File: src/rtl/rstctl_pkg.sv
// Package: shared source indices and status layout for the reset controller.
// Assumes: eight request sources, flag bit = source index except that both
// stack events share the last flag.
package rstctl_pkg;
    localparam int NSRC       = 8;
    localparam int NFLAG      = 7;
    localparam int SRC_POR    = 0;
    localparam int SRC_BOR    = 1;
    localparam int SRC_WDT    = 2;
    localparam int SRC_PIN    = 3;
    localparam int SRC_SW     = 4;
    localparam int SRC_CFG    = 5;
    localparam int SRC_STKFUL = 6;
    localparam int SRC_STKUND = 7;
    localparam int PRIO_BIT   = 7;
endpackage

File: src/rtl/rstctl_sync.sv
// Two-stage synchroniser bank, one pair of flops per input bit.
// Assumes: each input stays stable for at least one clock period.
module rstctl_sync #(
    parameter int W = 8
) (
    input  logic         clk,
    input  logic         rst_n,
    input  logic [W-1:0] din,
    output logic [W-1:0] q1,
    output logic [W-1:0] q2
);
    for (genvar i = 0; i < W; i++) begin : g_bit
        // Pass the bit through two flops to settle metastability.
        always_ff @(posedge clk) begin
            if (!rst_n) begin
                q1[i] <= 1'b0;
                q2[i] <= 1'b0;
            end else begin
                q1[i] <= din[i];
                q2[i] <= q1[i];
            end
        end
    end
endmodule

File: src/rtl/rstctl_pwrt.sv
// Power-up timer: a tick divider feeding a CNT_BITS-wide counter.
// Restarts from zero on every cycle that start is high. busy drops after
// 2**CNT_BITS ticks of TICK_DIV clocks each.
module rstctl_pwrt #(
    parameter int TICK_DIV = 1600,
    parameter int CNT_BITS = 11
) (
    input  logic clk,
    input  logic rst_n,
    input  logic start,
    output logic busy
);
    localparam int DW = (TICK_DIV > 1) ? $clog2(TICK_DIV) : 1;
    localparam logic [DW-1:0] DIV_LAST = DW'(TICK_DIV - 1);

    logic [DW-1:0]       div_q;
    logic [CNT_BITS-1:0] cnt_q;
    logic                tick;

    // Tick on the last clock of each divider period.
    always_comb tick = busy && (div_q == DIV_LAST);

    // Advance the divider and counter; start reloads both.
    always_ff @(posedge clk) begin
        if (!rst_n) begin
            div_q <= '0;
            cnt_q <= '0;
            busy  <= 1'b0;
        end else if (start) begin
            div_q <= '0;
            cnt_q <= '0;
            busy  <= 1'b1;
        end else if (busy) begin
            div_q <= tick ? '0 : div_q + 1'b1;
            if (tick) begin
                cnt_q <= cnt_q + 1'b1;
                if (&cnt_q) busy <= 1'b0;
            end
        end
    end
endmodule

File: src/rtl/rstctl_flags.sv
// Status register: sticky cause flags plus one read/write priority bit.
// Assumes ev is already synchronised; events win over a same-cycle write.
module rstctl_flags
    import rstctl_pkg::*;
(
    input  logic            clk,
    input  logic            rst_n,
    input  logic [NSRC-1:0] ev,
    input  logic            we,
    input  logic [7:0]      wdata,
    output logic [7:0]      status
);
    logic [NFLAG-1:0] flags_q;
    logic [NFLAG-1:0] ev_flag;
    logic [NFLAG-1:0] kept;
    logic             prio_q;

    // Map sources onto flag bits; both stack events share one flag.
    always_comb begin
        ev_flag = ev[NFLAG-1:0];
        ev_flag[SRC_STKFUL] = ev[SRC_STKFUL] | ev[SRC_STKUND];
    end

    // Write-zero clears a flag, write-one keeps it.
    always_comb kept = we ? (flags_q & wdata[NFLAG-1:0]) : flags_q;

    // Update flags and priority bit; power-on overrides everything.
    always_ff @(posedge clk) begin
        if (!rst_n) begin
            flags_q <= '0;
            prio_q  <= 1'b0;
        end else if (ev[SRC_POR]) begin
            flags_q <= NFLAG'(1) << SRC_POR;
            prio_q  <= 1'b0;
        end else begin
            flags_q <= kept | ev_flag;
            if (we) prio_q <= wdata[PRIO_BIT];
        end
    end

    always_comb status = {prio_q, flags_q};
endmodule

File: src/rtl/rstctl_top.sv
// Reset controller top: gathers reset requests, asserts chip reset at once
// and releases it on a clock edge after the requests and the power-up timer
// are done. Assumes requests last at least one clock period.
module rstctl_top
    import rstctl_pkg::*;
#(
    parameter int TICK_DIV = 1600,
    parameter int CNT_BITS = 11
) (
    input  logic       clk,
    input  logic       rst_n,
    input  logic       ext_rst_n,
    input  logic       por_det,
    input  logic       bor_det,
    input  logic       vreg_en,
    input  logic       wdt_timeout,
    input  logic       sw_reset,
    input  logic       cfg_mismatch,
    input  logic       stack_full,
    input  logic       stack_underflow,
    input  logic       reg_we,
    input  logic [7:0] reg_wdata,
    output logic [7:0] reg_rdata,
    output logic       chip_rst_n
);
    logic [NSRC-1:0] raw_req;
    logic [NSRC-1:0] ev_s1;
    logic [NSRC-1:0] ev_s2;
    logic            async_req;
    logic            pwrt_busy;
    logic            hold;
    logic [1:0]      rel_q;

    // Collect requests as active-high bits; brown-out gated by regulator.
    always_comb begin
        raw_req             = '0;
        raw_req[SRC_POR]    = por_det;
        raw_req[SRC_BOR]    = bor_det & vreg_en;
        raw_req[SRC_WDT]    = wdt_timeout;
        raw_req[SRC_PIN]    = ~ext_rst_n;
        raw_req[SRC_SW]     = sw_reset;
        raw_req[SRC_CFG]    = cfg_mismatch;
        raw_req[SRC_STKFUL] = stack_full;
        raw_req[SRC_STKUND] = stack_underflow;
        async_req           = |raw_req;
    end

    rstctl_sync #(.W(NSRC)) u_sync (
        .clk   (clk),
        .rst_n (rst_n),
        .din   (raw_req),
        .q1    (ev_s1),
        .q2    (ev_s2)
    );

    rstctl_pwrt #(.TICK_DIV(TICK_DIV), .CNT_BITS(CNT_BITS)) u_pwrt (
        .clk   (clk),
        .rst_n (rst_n),
        .start (ev_s2[SRC_POR]),
        .busy  (pwrt_busy)
    );

    rstctl_flags u_flags (
        .clk    (clk),
        .rst_n  (rst_n),
        .ev     (ev_s2),
        .we     (reg_we),
        .wdata  (reg_wdata),
        .status (reg_rdata)
    );

    // Keep reset while any request is still in the synchroniser or timer.
    always_comb hold = pwrt_busy | (|ev_s1) | (|ev_s2);

    // Assert chip reset at once, release it through two clocked stages.
    always_ff @(posedge clk or posedge async_req) begin
        if (async_req)   rel_q <= 2'b00;
        else if (!rst_n) rel_q <= 2'b00;
        else             rel_q <= {rel_q[0], ~hold};
    end

    assign chip_rst_n = rel_q[1];
endmodule

File: config.mk
export PLATFORM = sky130hd
export DESIGN_NAME = rstctl_top
export DESIGN_NICKNAME = d
export VERILOG_FILES = /design/src/rtl/rstctl_pkg.sv /design/src/rtl/rstctl_sync.sv /design/src/rtl/rstctl_pwrt.sv /design/src/rtl/rstctl_flags.sv /design/src/rtl/rstctl_top.sv
export SDC_FILE = /design/constraint.sdc
export NUM_CORES = 1
export LEC_CHECK = 0
export BUFFER_PORTS_ARGS = -buffer_cell sky130_fd_sc_hd__buf_2
export CAP_MARGIN = 25
export CORE_ASPECT_RATIO = 1.4
export CORE_MARGIN = 10
export CORE_UTILIZATION = 38
export DETAILED_ROUTE_END_ITERATION = 6
export PLACE_DENSITY_LB_ADDON = 0.3
export SLEW_MARGIN = 0
export SYNTH_ARGS = -nofsm -noshare
export SYNTH_HDL_FRONTEND = slang
export SYNTH_SLANG_ARGS = --single-unit
export TNS_END_PERCENT = 30
File: constraint.sdc
create_clock -name clk -period 3.25 [get_ports clk]
set_clock_uncertainty 0.1 [all_clocks]
set_input_delay 0.4875 -clock clk [delete_from_list [all_inputs] [get_ports clk]]
set_output_delay 0.4875 -clock clk [all_outputs]
set_load 0.01 [all_outputs]
======== After elaboration in Yosys (flattened, before gate mapping) ========
Cells that the tools add are included.
word-level totals
  bits of input ports ..................... 20
  word-level logic and storage cells ...... 50
  output and inout port bits .............. 9
  bits in registers ....................... 49
cells by class
  eq/ne operators ......................... 1
  add/sub/neg operators ................... 2
  multiplexer cells ....................... 8
  bitwise gates (word level) .............. 9
  reduce and logical (&&, ||, !) cells .... 7
operator list
  cell                                           number
  OR reduction 8 bit                             3
  adder 11 x 1 -> 11 bit, second input constant  2
  == test 11 bit, second input constant          1
  two-way mux 11 bit                             1
  AND reduction 11 bit                           1
  bitwise AND 7 bit                              1
  two-way mux 7 bit                              1
  bitwise OR 7 bit                               1
  two-way mux 1 bit                              5
  inverter 1 bit                                 3
  bitwise OR 1 bit                               3
  two-way mux 2 bit                              1
  AND reduction 2 bit                            1
  OR reduction 2 bit                             1
  bitwise AND 1 bit                              1
  logical AND 1 bit                              1

======== Depth between registers and ports, before layout ========
Gate-level depths: netlist (run 1).
  word-level depth ........................ 5
  gate-level depth with buffers ........... 7
  depth with buffers taken out ............ 5

======== Cells and area by module ========
From an unflattened synthesis (run 1), not the netlist that was laid out.
unflattened totals
  cell total of the unflattened synthesis .. 204
  area total of the unflattened synthesis .. 1910.6 um^2
modules (own cells, without submodules)
  module        instances  cells each  sequential area each (um^2)  area an instance (um^2)
  rstctl_pwrt   1          122         460.4                        1044.8
  rstctl_sync   1          33          320.3                        446.7
  rstctl_flags  1          34          160.2                        287.8
  rstctl_top    1          15          50.0                         131.4

======== Worst setup path before layout (run 1) ========
Ideal clock, no wire load.
  path type ............................... register to register
  start ................................... register u_pwrt.div_q[0]
  end ..................................... register u_pwrt.cnt_q[9]
  required time ........................... 3.079 ns
  arrival time ............................ 1.854 ns
  library setup time ...................... 0.071 ns
  path buffers ............................ 1
  stages on the path, launching flop included .. 7
  slack ................................... 1.225 ns
  clock period less this slack ............ 2.025 ns
  path through ............................ dfxtp_1 ha_1 nand3_1 or4_4 buf_6 or4_1 a21oi_1
between the ends
  longest elaborated chain between the ends .. 3
RTL lines
  item                                  RTL line           source
  start, declared                       rstctl_pwrt.sv:16  logic [DW-1:0] div_q;
  start signal, assigned                rstctl_pwrt.sv:34  div_q <= tick ? '0 : div_q + 1'b1;
  == test 11 bit                        rstctl_pwrt.sv:21  always_comb tick = busy && (div_q == DIV_LAST);
  logical AND 1 bit                     rstctl_pwrt.sv:21
  AND reduction 2 bit (no source line)  -
  end signal, assigned                  rstctl_pwrt.sv:36  cnt_q <= cnt_q + 1'b1;
  end, declared                         rstctl_pwrt.sv:17  logic [CNT_BITS-1:0] cnt_q;
Every way passes these cells.
A chain may end at the register's enable or synchronous reset.

======== Final worst setup path (run 1) ========
Ends and elaborated chain as after synthesis.

==> run summary, run 1 <==
clock share of power - 0.382
post-synth top area share - 0.503
status - finished, final reports clean
asr flop ratio synth - 0.0408
io pins - 29
RSZ-0062 raised after global routing - no
Final ANT Viol Nets - 0
pin count of the biggest net entering global routing - 25
number of setup buffers added after CTS - 0
internal power - 0.867 mW
Critical R2R Launch - u_pwrt.div_q[0]
Least-Margin Pin Slew - 817 ps
CTS sink cnt - 49
Peak VDD IR - 0.340 mV
cts repair resizes - 0
nature of the critical path endpoint - flip-flop
Via density - 4.98
CP startpoint kind - flip-flop
# fillers - 515
mapped cell area - 1870 um^2
Ys Warns - 0
WP data arrival - 2280 ps
Reg2Reg Setup Slack - 1080 ps
switching part of the total - 0.206
Crit-path slowest cell - or4_4
Starting Density - 0.389
max frequency - 460 MHz
post-DP HPWL - 2690 um
flops & latches, synth - 49
cell taking the most area after synthesis - dfxtp_1
clock slew at reported path FFs - 90 ps
Die X-Extent - 79.3 um
max incr delay on CP - 640 ps
initial antenna violation count - 0
global-route wire length before repair - 6180 um
Nets - 249
post-layout min period - 2170 ps
DRC viols - 0
vias - 1454
Seq pwr share - 0.571
post-route clock period utilization - 0.669
diodes inserted - 0
Cells after DPL - 284
Comb pwr share - 0.047
IO Port Bufs - 28
Skew-Pair Late Insertion Delay - 290 ps
CP Max Fanout - 24
Pins Over Slew Limit - 0
layout cells sized above 1 - 0.167
TritonRoute pass-1 iters - 4
R2R cell count - 5
top cells by area, synth - dfxtp_1 (50%), and2_1 (5.0%), a21oi_1 (4.8%)
Die ar. - 8170 um^2
Die H - 103 um
Critical Path RT - 3360 ps
final setup violation count - 0
clk root buf - clkbuf_8
Mean Syn Cell Area - 9.35 um^2
Top FF cell, synth - dfxtp_1
number of synthesized flops with an enable pin - 0
cell with the most instances after synthesis - dfxtp_1
setup TNS - 0 ps
Fin. Hold Viols - 0
Sw Pwr - 0.225 mW
final instance count without filler cells - 292
synthesis-to-layout area growth - 15.3%
FF-to-FF End - u_pwrt.cnt_q[9]
PwrDens - 507 nW/um^2
RePlAce Congestion - 0.735
Num CTS Buffers - 5
Clock Tree Buf Depth - 2
P_leak - 0.812 nW
Synth Instances - 200
multi-input logic area - 800 um^2
global-route total usage across every layer - 0.0934
worst min path class - primary input to async pin
total of max-cap violations - 0
cts hold-fix bufs - 0
flip-flop and latch area - 991 um^2
WL/cell - 12.4 um
worst-path cell chain - ha_1, nand3_1, or4_4, or4_1, a21oi_1
# rows - 30
syn_nets - 222
# H-tree levels - 2
total grt overflow - 0
Post-synth top cells - dfxtp_1 (47), a21oi_1 (18), and2_1 (15), nor2_1 (15), o21ai_0 (12)
final wirelength - 3610 um
Core Region - 4800 um^2
post-synth cell types - 34
register area share after synthesis - 0.530
Slew headroom - 0.454
CTS tree - done
initial drt markers - 31
vias in the first global route - 1460
CP Class - flip-flop to flip-flop
[worst max-delay path, delay by kind of cell, from the launching register on]
kind	cells	cell delay, ps
compound gates	1	140
fa+ha+maj	1	190
flops	1	370
simple gates	3	1280
[power by group through the flow]
stage          Sequential, mW  Combinational, mW  Clock (mW)
6_report                0.623             0.0516       0.418
5_1_grt                 0.626             0.0592       0.449
4_1_cts                 0.624             0.0535       0.430
3_5_place_dp            0.638             0.0532           0
3_3_place_gp            0.637             0.0529           0
2_1_floorplan           0.637             0.0293           0
[worst max path at each step]
stage / from / to / slack (ps) / depth (start not counted)
6_report: u_pwrt.div_q[0] / u_pwrt.cnt_q[9] / 1080 / 5
5_1_grt: u_pwrt.div_q[0] / u_pwrt.cnt_q[7] / 920 / 5
4_1_cts: u_pwrt.div_q[0] / u_pwrt.cnt_q[10] / 1080 / 5
3_5_place_dp: u_pwrt.div_q[0] / u_pwrt.cnt_q[5] / 1090 / 5
3_3_place_gp: u_pwrt.div_q[0] / u_pwrt.cnt_q[10] / 1150 / 5
2_1_floorplan: u_pwrt.div_q[0] / u_pwrt.cnt_q[9] / 1230 / 6
[layout by cell type, fill, tap and decap left out, types with 6 or more instances in the layout]
master   instances
a21oi_1         18
and2_1          15
buf_2           28
dfxtp_1         47
inv_1           10
nand2_1          8
nand3_1          8
nor2_1          15
o21ai_0         12
o31ai_1          6
or4_1            6
[per-layer routing]
layer  global-route usage  share of wire
met1               0.0894           0.41
met2                0.181           0.53
met3               0.0297          0.045
met4               0.0332          0.015
met5                    0              0
[area by class of cell]
class	count	area share
sequential	49	0.460
tap	64	0.0371
inverter	10	0.0174
timing repair buffer	28	0.0650
clock inverter	2	0.0163
multi-input combinational	133	0.371
clock buffer	6	0.0337
[per-stage QoR]
stage	worst slack, ps	power [mW]	hold WS (ps)	instance area, um^2	utilization
floorplan	1230	0.666	318	1870	-
global placement	1150	0.690	335	2050	0.426
detailed placement	1090	0.691	342	2050	0.426
CTS	1080	1.11	242	2160	0.449
global route	919	1.13	243	2160	0.449
finish	1080	1.09	219	2160	0.449
[logic make-up (layout without fill, tap and decap cells)]
kind of cell | after synthesis | count (layout) | share of synthesized area
simple gates | 81 | 81 | 0.245
buf+inv | 18 | 46 | 0.0428
mux | 2 | 2 | 0.0107
compound gates | 39 | 39 | 0.116
flops | 49 | 49 | 0.530
xor+xnor | 9 | 9 | 0.0421
fa+ha+maj | 2 | 2 | 0.0134
[registers in the layout, summed over array words and instances (netlist names)]
| name | count |
|---|---|
| u_sync.q2 | 8 |
| u_sync.q1 | 8 |
| u_pwrt.cnt_q | 11 |
| u_flags.flags_q | 7 |
| u_pwrt.div_q | 11 |
| u_pwrt.busy | 1 |
| rel_q | 2 |
| u_flags.prio_q | 1 |
No activity file was read; power rests on OpenSTA's default activity.
==> run 2, diff against run 1 <==
Clock period 3.25 ns to 2 ns, I/O delays scaled along.
==> run summary, run 2 (synthesized netlist as in run 1, its figures left out) <==
Skew-Pair Late Insertion Delay - 290 ps
P_leak - 0.912 nW
pin count of the biggest net entering global routing - 22
Cells after DPL - 296
Die H - 103 um
total grt overflow - 0
worst min path class - primary input to flip-flop
Core Region - 4800 um^2
Final Instance Area - 2360 um^2
clock share of power - 0.360
# H-tree levels - 2
max frequency - 492 MHz
Via density - 5.02
Final ANT Viol Nets - 0
Die X-Extent - 79.3 um
CP Max Fanout - 8
final wirelength - 4150 um
Top Registers - u_pwrt.cnt_q: 11 flops, u_pwrt.div_q: 11 flops
post-route clock period utilization - 1.02
final setup violation count - 4
clk root buf - clkbuf_8
Least-Margin Pin Slew - 316 ps
worst hold slack - 59.7 ps
Critical Path RT - 2130 ps
clock slew at reported path FFs - 90 ps
# fillers - 502
CP startpoint kind - flip-flop
Num CTS Buffers - 5
internal power - 1.33 mW
final instance count without filler cells - 311
layout cells sized above 1 - 0.279
nature of the critical path endpoint - flip-flop
Pins Over Slew Limit - 0
status - finished, violations left
Comb pwr share - 0.056
violated checks - negative setup slack
synthesis-to-layout area growth - 26.2%
Die ar. - 8170 um^2
Slew headroom - 0.787
RSZ-0062 raised after global routing - yes
vias - 1560
RePlAce Congestion - 0.752
WP data arrival - 2170 ps
CTS tree - done
post-DP HPWL - 2940 um
global-route total usage across every layer - 0.103
Seq pwr share - 0.585
CP Class - flip-flop to flip-flop
initial drt markers - 73
post-layout min period - 2030 ps
most frequent cells in the layout - dfxtp_1 (45), buf_2 (28), nor2_1 (15), and2_1 (15), buf_4 (15)
leading cell type in the layout, fill and taps excluded - dfxtp_1
Placed Instance Area - 2140 um^2
Final WS setup - -34.4 ps
Peak VDD IR - 0.435 mV
total of max-cap violations - 0
PwrDens - 734 nW/um^2
IO Port Bufs - 28
global-route wire length before repair - 6890 um
initial antenna violation count - 0
DRC viols - 0
Clock Tree Buf Depth - 2
Starting Density - 0.389
io pins - 29
vias in the first global route - 1607
CTS sink cnt - 49
switching part of the total - 0.230
WL/cell - 13.3 um
# rows - 30
Sw Pwr - 0.399 mW
Fin. Hold Viols - 0
diodes inserted - 0
Nets - 268
total power - 1.73 mW
TritonRoute pass-1 iters - 4
==> run 2: per-stage QoR <==
step | setup TNS [ps] | util | setup WS (ps)
after floorplan | 0 | - | 34.1
after global placement | 0 | 0.446 | 49.7
after detailed placement | 0 | 0.446 | 8.21
after CTS | 0 | 0.472 | 20.6
after global routing | -587 | 0.491 | -93.7
final | -69.2 | 0.491 | -34.4
==> run 2: power groups by stage <==
stage | Sequential, mW | Combinational, mW | Clock [mW]
final | 1.01 | 0.0963 | 0.623
after global routing | 1.02 | 0.109 | 0.690
after CTS | 1.01 | 0.0967 | 0.648
after detailed placement | 1.03 | 0.0946 | 0
after global placement | 1.03 | 0.0940 | 0
after floorplan | 1.03 | 0.0477 | 0
==> run 2: worst paths after layout <==
path | start | to | slack, ps | cells past startpoint
worst max-delay path | u_pwrt.div_q[0] | u_pwrt.cnt_q[5] | -30 | 5
worst min-delay path | ext_rst_n | u_sync.q1[3] | 60 | 2
worst max register to register | u_pwrt.div_q[0] | u_pwrt.cnt_q[5] | -30 | 5
worst min register to register | u_sync.q2[1] | u_flags.flags_q[1] | 350 | 2
max in group asynchronous | cfg_mismatch | rel_q[1] | 610 | 4
min in group asynchronous | por_det | rel_q[0] | 540 | 3
==> run 2: metal layers <==
layer / vias up / share of wire / GRT usage
li1: 791 / - / -
met1: 741 / 0.41 / 0.101
met2: 24 / 0.54 / 0.196
met3: 4 / 0.038 / 0.0305
met4: 0 / 0.013 / 0.0443
met5: - / 0 / 0
==> run 2: what timing repair did <==
action | in CTS | in global routing
hold endpoints to repair | 2 | 0
buffers inserted | 1 | 4
cloned | 0 | 0
endpoints found under the setup margin | 7 | 7
pin swaps | 0 | 8
resized for setup | 1 | 17
hold buffers | 2 | 0
==> run 2: worst max-delay path, cell delays in order, from the launching register on <==
cell     delay (ps)
dfxtp_2         360
ha_4            150
nand3_2          90
or4_4           600
or4_4           540
a21oi_2         130
==> run 2: area by class of cell <==
cell class	count	area, um^2	area share
tap	64	80.1	0.0339
clock inverter	2	17.5	0.00742
inverter	10	37.5	0.0159
multi-input combinational	133	853	0.362
timing repair buffer	47	295	0.125
clock buffer	6	82.6	0.0350
sequential	49	993	0.421
==> run 3, diff against run 2 <==
Settings changed: CORE_UTILIZATION 38 to 49, RECOVER_POWER set to 50.
==> run summary, run 3 (synthesized netlist as in run 1, its figures left out) <==
status - finished, final reports clean
Critical Path RT - 2140 ps
most frequent CP cell - or4_4
dpl ws - 19.4 ps
worst min path class - primary input to async pin
clock slew at reported path FFs - 90 ps
Final WS setup - 18.7 ps
cts hold-fix bufs - 0
CP Class - flip-flop to flip-flop
WL/cell - 15.2 um
global-route wire length before repair - 6590 um
post-DP HPWL - 2980 um
Peak VDD IR - 0.651 mV
DRC viols - 0
most frequent cells in the layout - dfxtp_1 (44), buf_2 (28), nor2_1 (15)
layout cells sized above 1 - 0.290
Crit-path slowest cell - or4_4
final instance count without filler cells - 287
max incr delay on CP - 570 ps
post-route clock period utilization - 0.991
vias in the first global route - 1536
Least-Margin Pin Slew - 584 ps
P_leak - 0.891 nW
pin count of the biggest net entering global routing - 22
flip-flop and latch area - 995 um^2
Top Registers - u_pwrt.cnt_q: 11 flops, u_pwrt.div_q: 11 flops
# rows - 26
synthesis-to-layout area growth - 25.1%
total of max-cap violations - 0
# fillers - 312
Pins Over Slew Limit - 0
clk root buf - clkbuf_8
Num CTS Buffers - 5
Die ar. - 6720 um^2
vias - 1609
global-route total usage across every layer - 0.120
Nets - 266
io pins - 29
CP Max Fanout - 5
Die X-Extent - 72.2 um
final wirelength - 4370 um
Final ANT Viol Nets - 0
CTS tree - done
nature of the critical path endpoint - flip-flop
Clock Tree Buf Depth - 2
initial antenna violation count - 0
post-layout min period - 1980 ps
multi-input logic area - 902 um^2
total grt overflow - 0
RePlAce Congestion - 0.816
final setup violation count - 0
Core Region - 3680 um^2
diodes inserted - 0
WP data arrival - 2120 ps
total power - 1.73 mW
CTS sink cnt - 49
RSZ-0062 raised after global routing - yes
# H-tree levels - 2
CP startpoint kind - flip-flop
Cells after DPL - 276
Die H - 93.1 um
max frequency - 505 MHz
Skew-Pair Late Insertion Delay - 300 ps
IO Port Bufs - 28
Fin. Hold Viols - 0
PwrDens - 741 nW/um^2
Starting Density - 0.509
Slew headroom - 0.607
initial drt markers - 104
TritonRoute pass-1 iters - 4
worst-path cell chain - ha_4, nand3_4, or4_4, or4_4, a21oi_2
leading cell type in the layout, fill and taps excluded - dfxtp_1
Via density - 5.61
## run 3: cell count changes in the layout (fill, tap and decap cells not counted), sizes merged
| cell | previous run | this run |
|---|---|---|
| buf | 45 | 42 |
| dlygate4sd3 | 2 | 0 |
| or4 | 7 | 9 |
| clkbuf | 6 | 7 |
## run 3: where the power goes
group	internal, mW	switching, mW
logic	0.0443	0.0521
clock network	0.287	0.337
registers	1.00	0.0126
total	1.33	0.402
## run 3: path summary, 6_finish.rpt
| check | start | end | slack, ps | depth (start not counted) |
|---|---|---|---|---|
| setup / recovery | u_pwrt.div_q[1] | u_pwrt.cnt_q[9] | 20 | 5 |
| hold / removal | cfg_mismatch | rel_q[1] | 30 | 2 |
| setup reg to reg | u_pwrt.div_q[1] | u_pwrt.cnt_q[9] | 20 | 5 |
| hold reg to reg | u_sync.q2[2] | u_flags.flags_q[2] | 350 | 2 |
| max in group asynchronous | bor_det | rel_q[0] | 1100 | 4 |
| min in group clk | ext_rst_n | u_sync.q1[3] | 60 | 2 |
## run 3: area by class of cell
| cell class | instances | area share |
|---|---|---|
| Multi-Input combinational cell | 135 | 0.386 |
| Inverter | 10 | 0.0160 |
| Timing Repair Buffer | 43 | 0.108 |
| Sequential cell | 49 | 0.425 |
| Clock buffer | 6 | 0.0353 |
| Clock inverter | 2 | 0.00749 |
| Tap cell | 42 | 0.0225 |
## run 3: repair_timing
| action | in CTS | in global routing |
|---|---|---|
| endpoints found under the hold margin | 0 | 0 |
| gates cloned | 0 | 2 |
| pin swaps | 0 | 8 |
| gates resized for setup | 3 | 18 |
| buffers inserted | 0 | 1 |
| endpoints found under the setup margin | 1 | 7 |
## run 3: layer usage
layer | share of wire | global-route usage | up-vias | wire, um
met2 | 0.54 | 0.219 | 46 | 2360
met5 | 0 | 0 | - | 0
met3 | 0.054 | 0.0423 | 10 | 238
met1 | 0.38 | 0.115 | 759 | 1680
met4 | 0.019 | 0.0566 | 0 | 85
li1 | - | - | 794 | -
## run 3: metrics by stage
step                      area [um^2]   util  hold WS [ps]  TNS, ps
after floorplan                  1870      -           130        0
after global placement           2130  0.579           337        0
after detailed placement         2130  0.579           339        0
after CTS                        2230  0.607          53.7        0
after global routing             2340  0.636          57.5     -159
final                            2340  0.636          26.5        0
## run 3: critical path, delay by kind of cell, from the launching register on
kind / cells / cell delay [ps]
adder cells (fa/ha/maj): 1 / 160
AND/OR/NAND/NOR: 3 / 1170
flip-flops: 1 / 360
AO/OA/AOI/OAI: 1 / 130
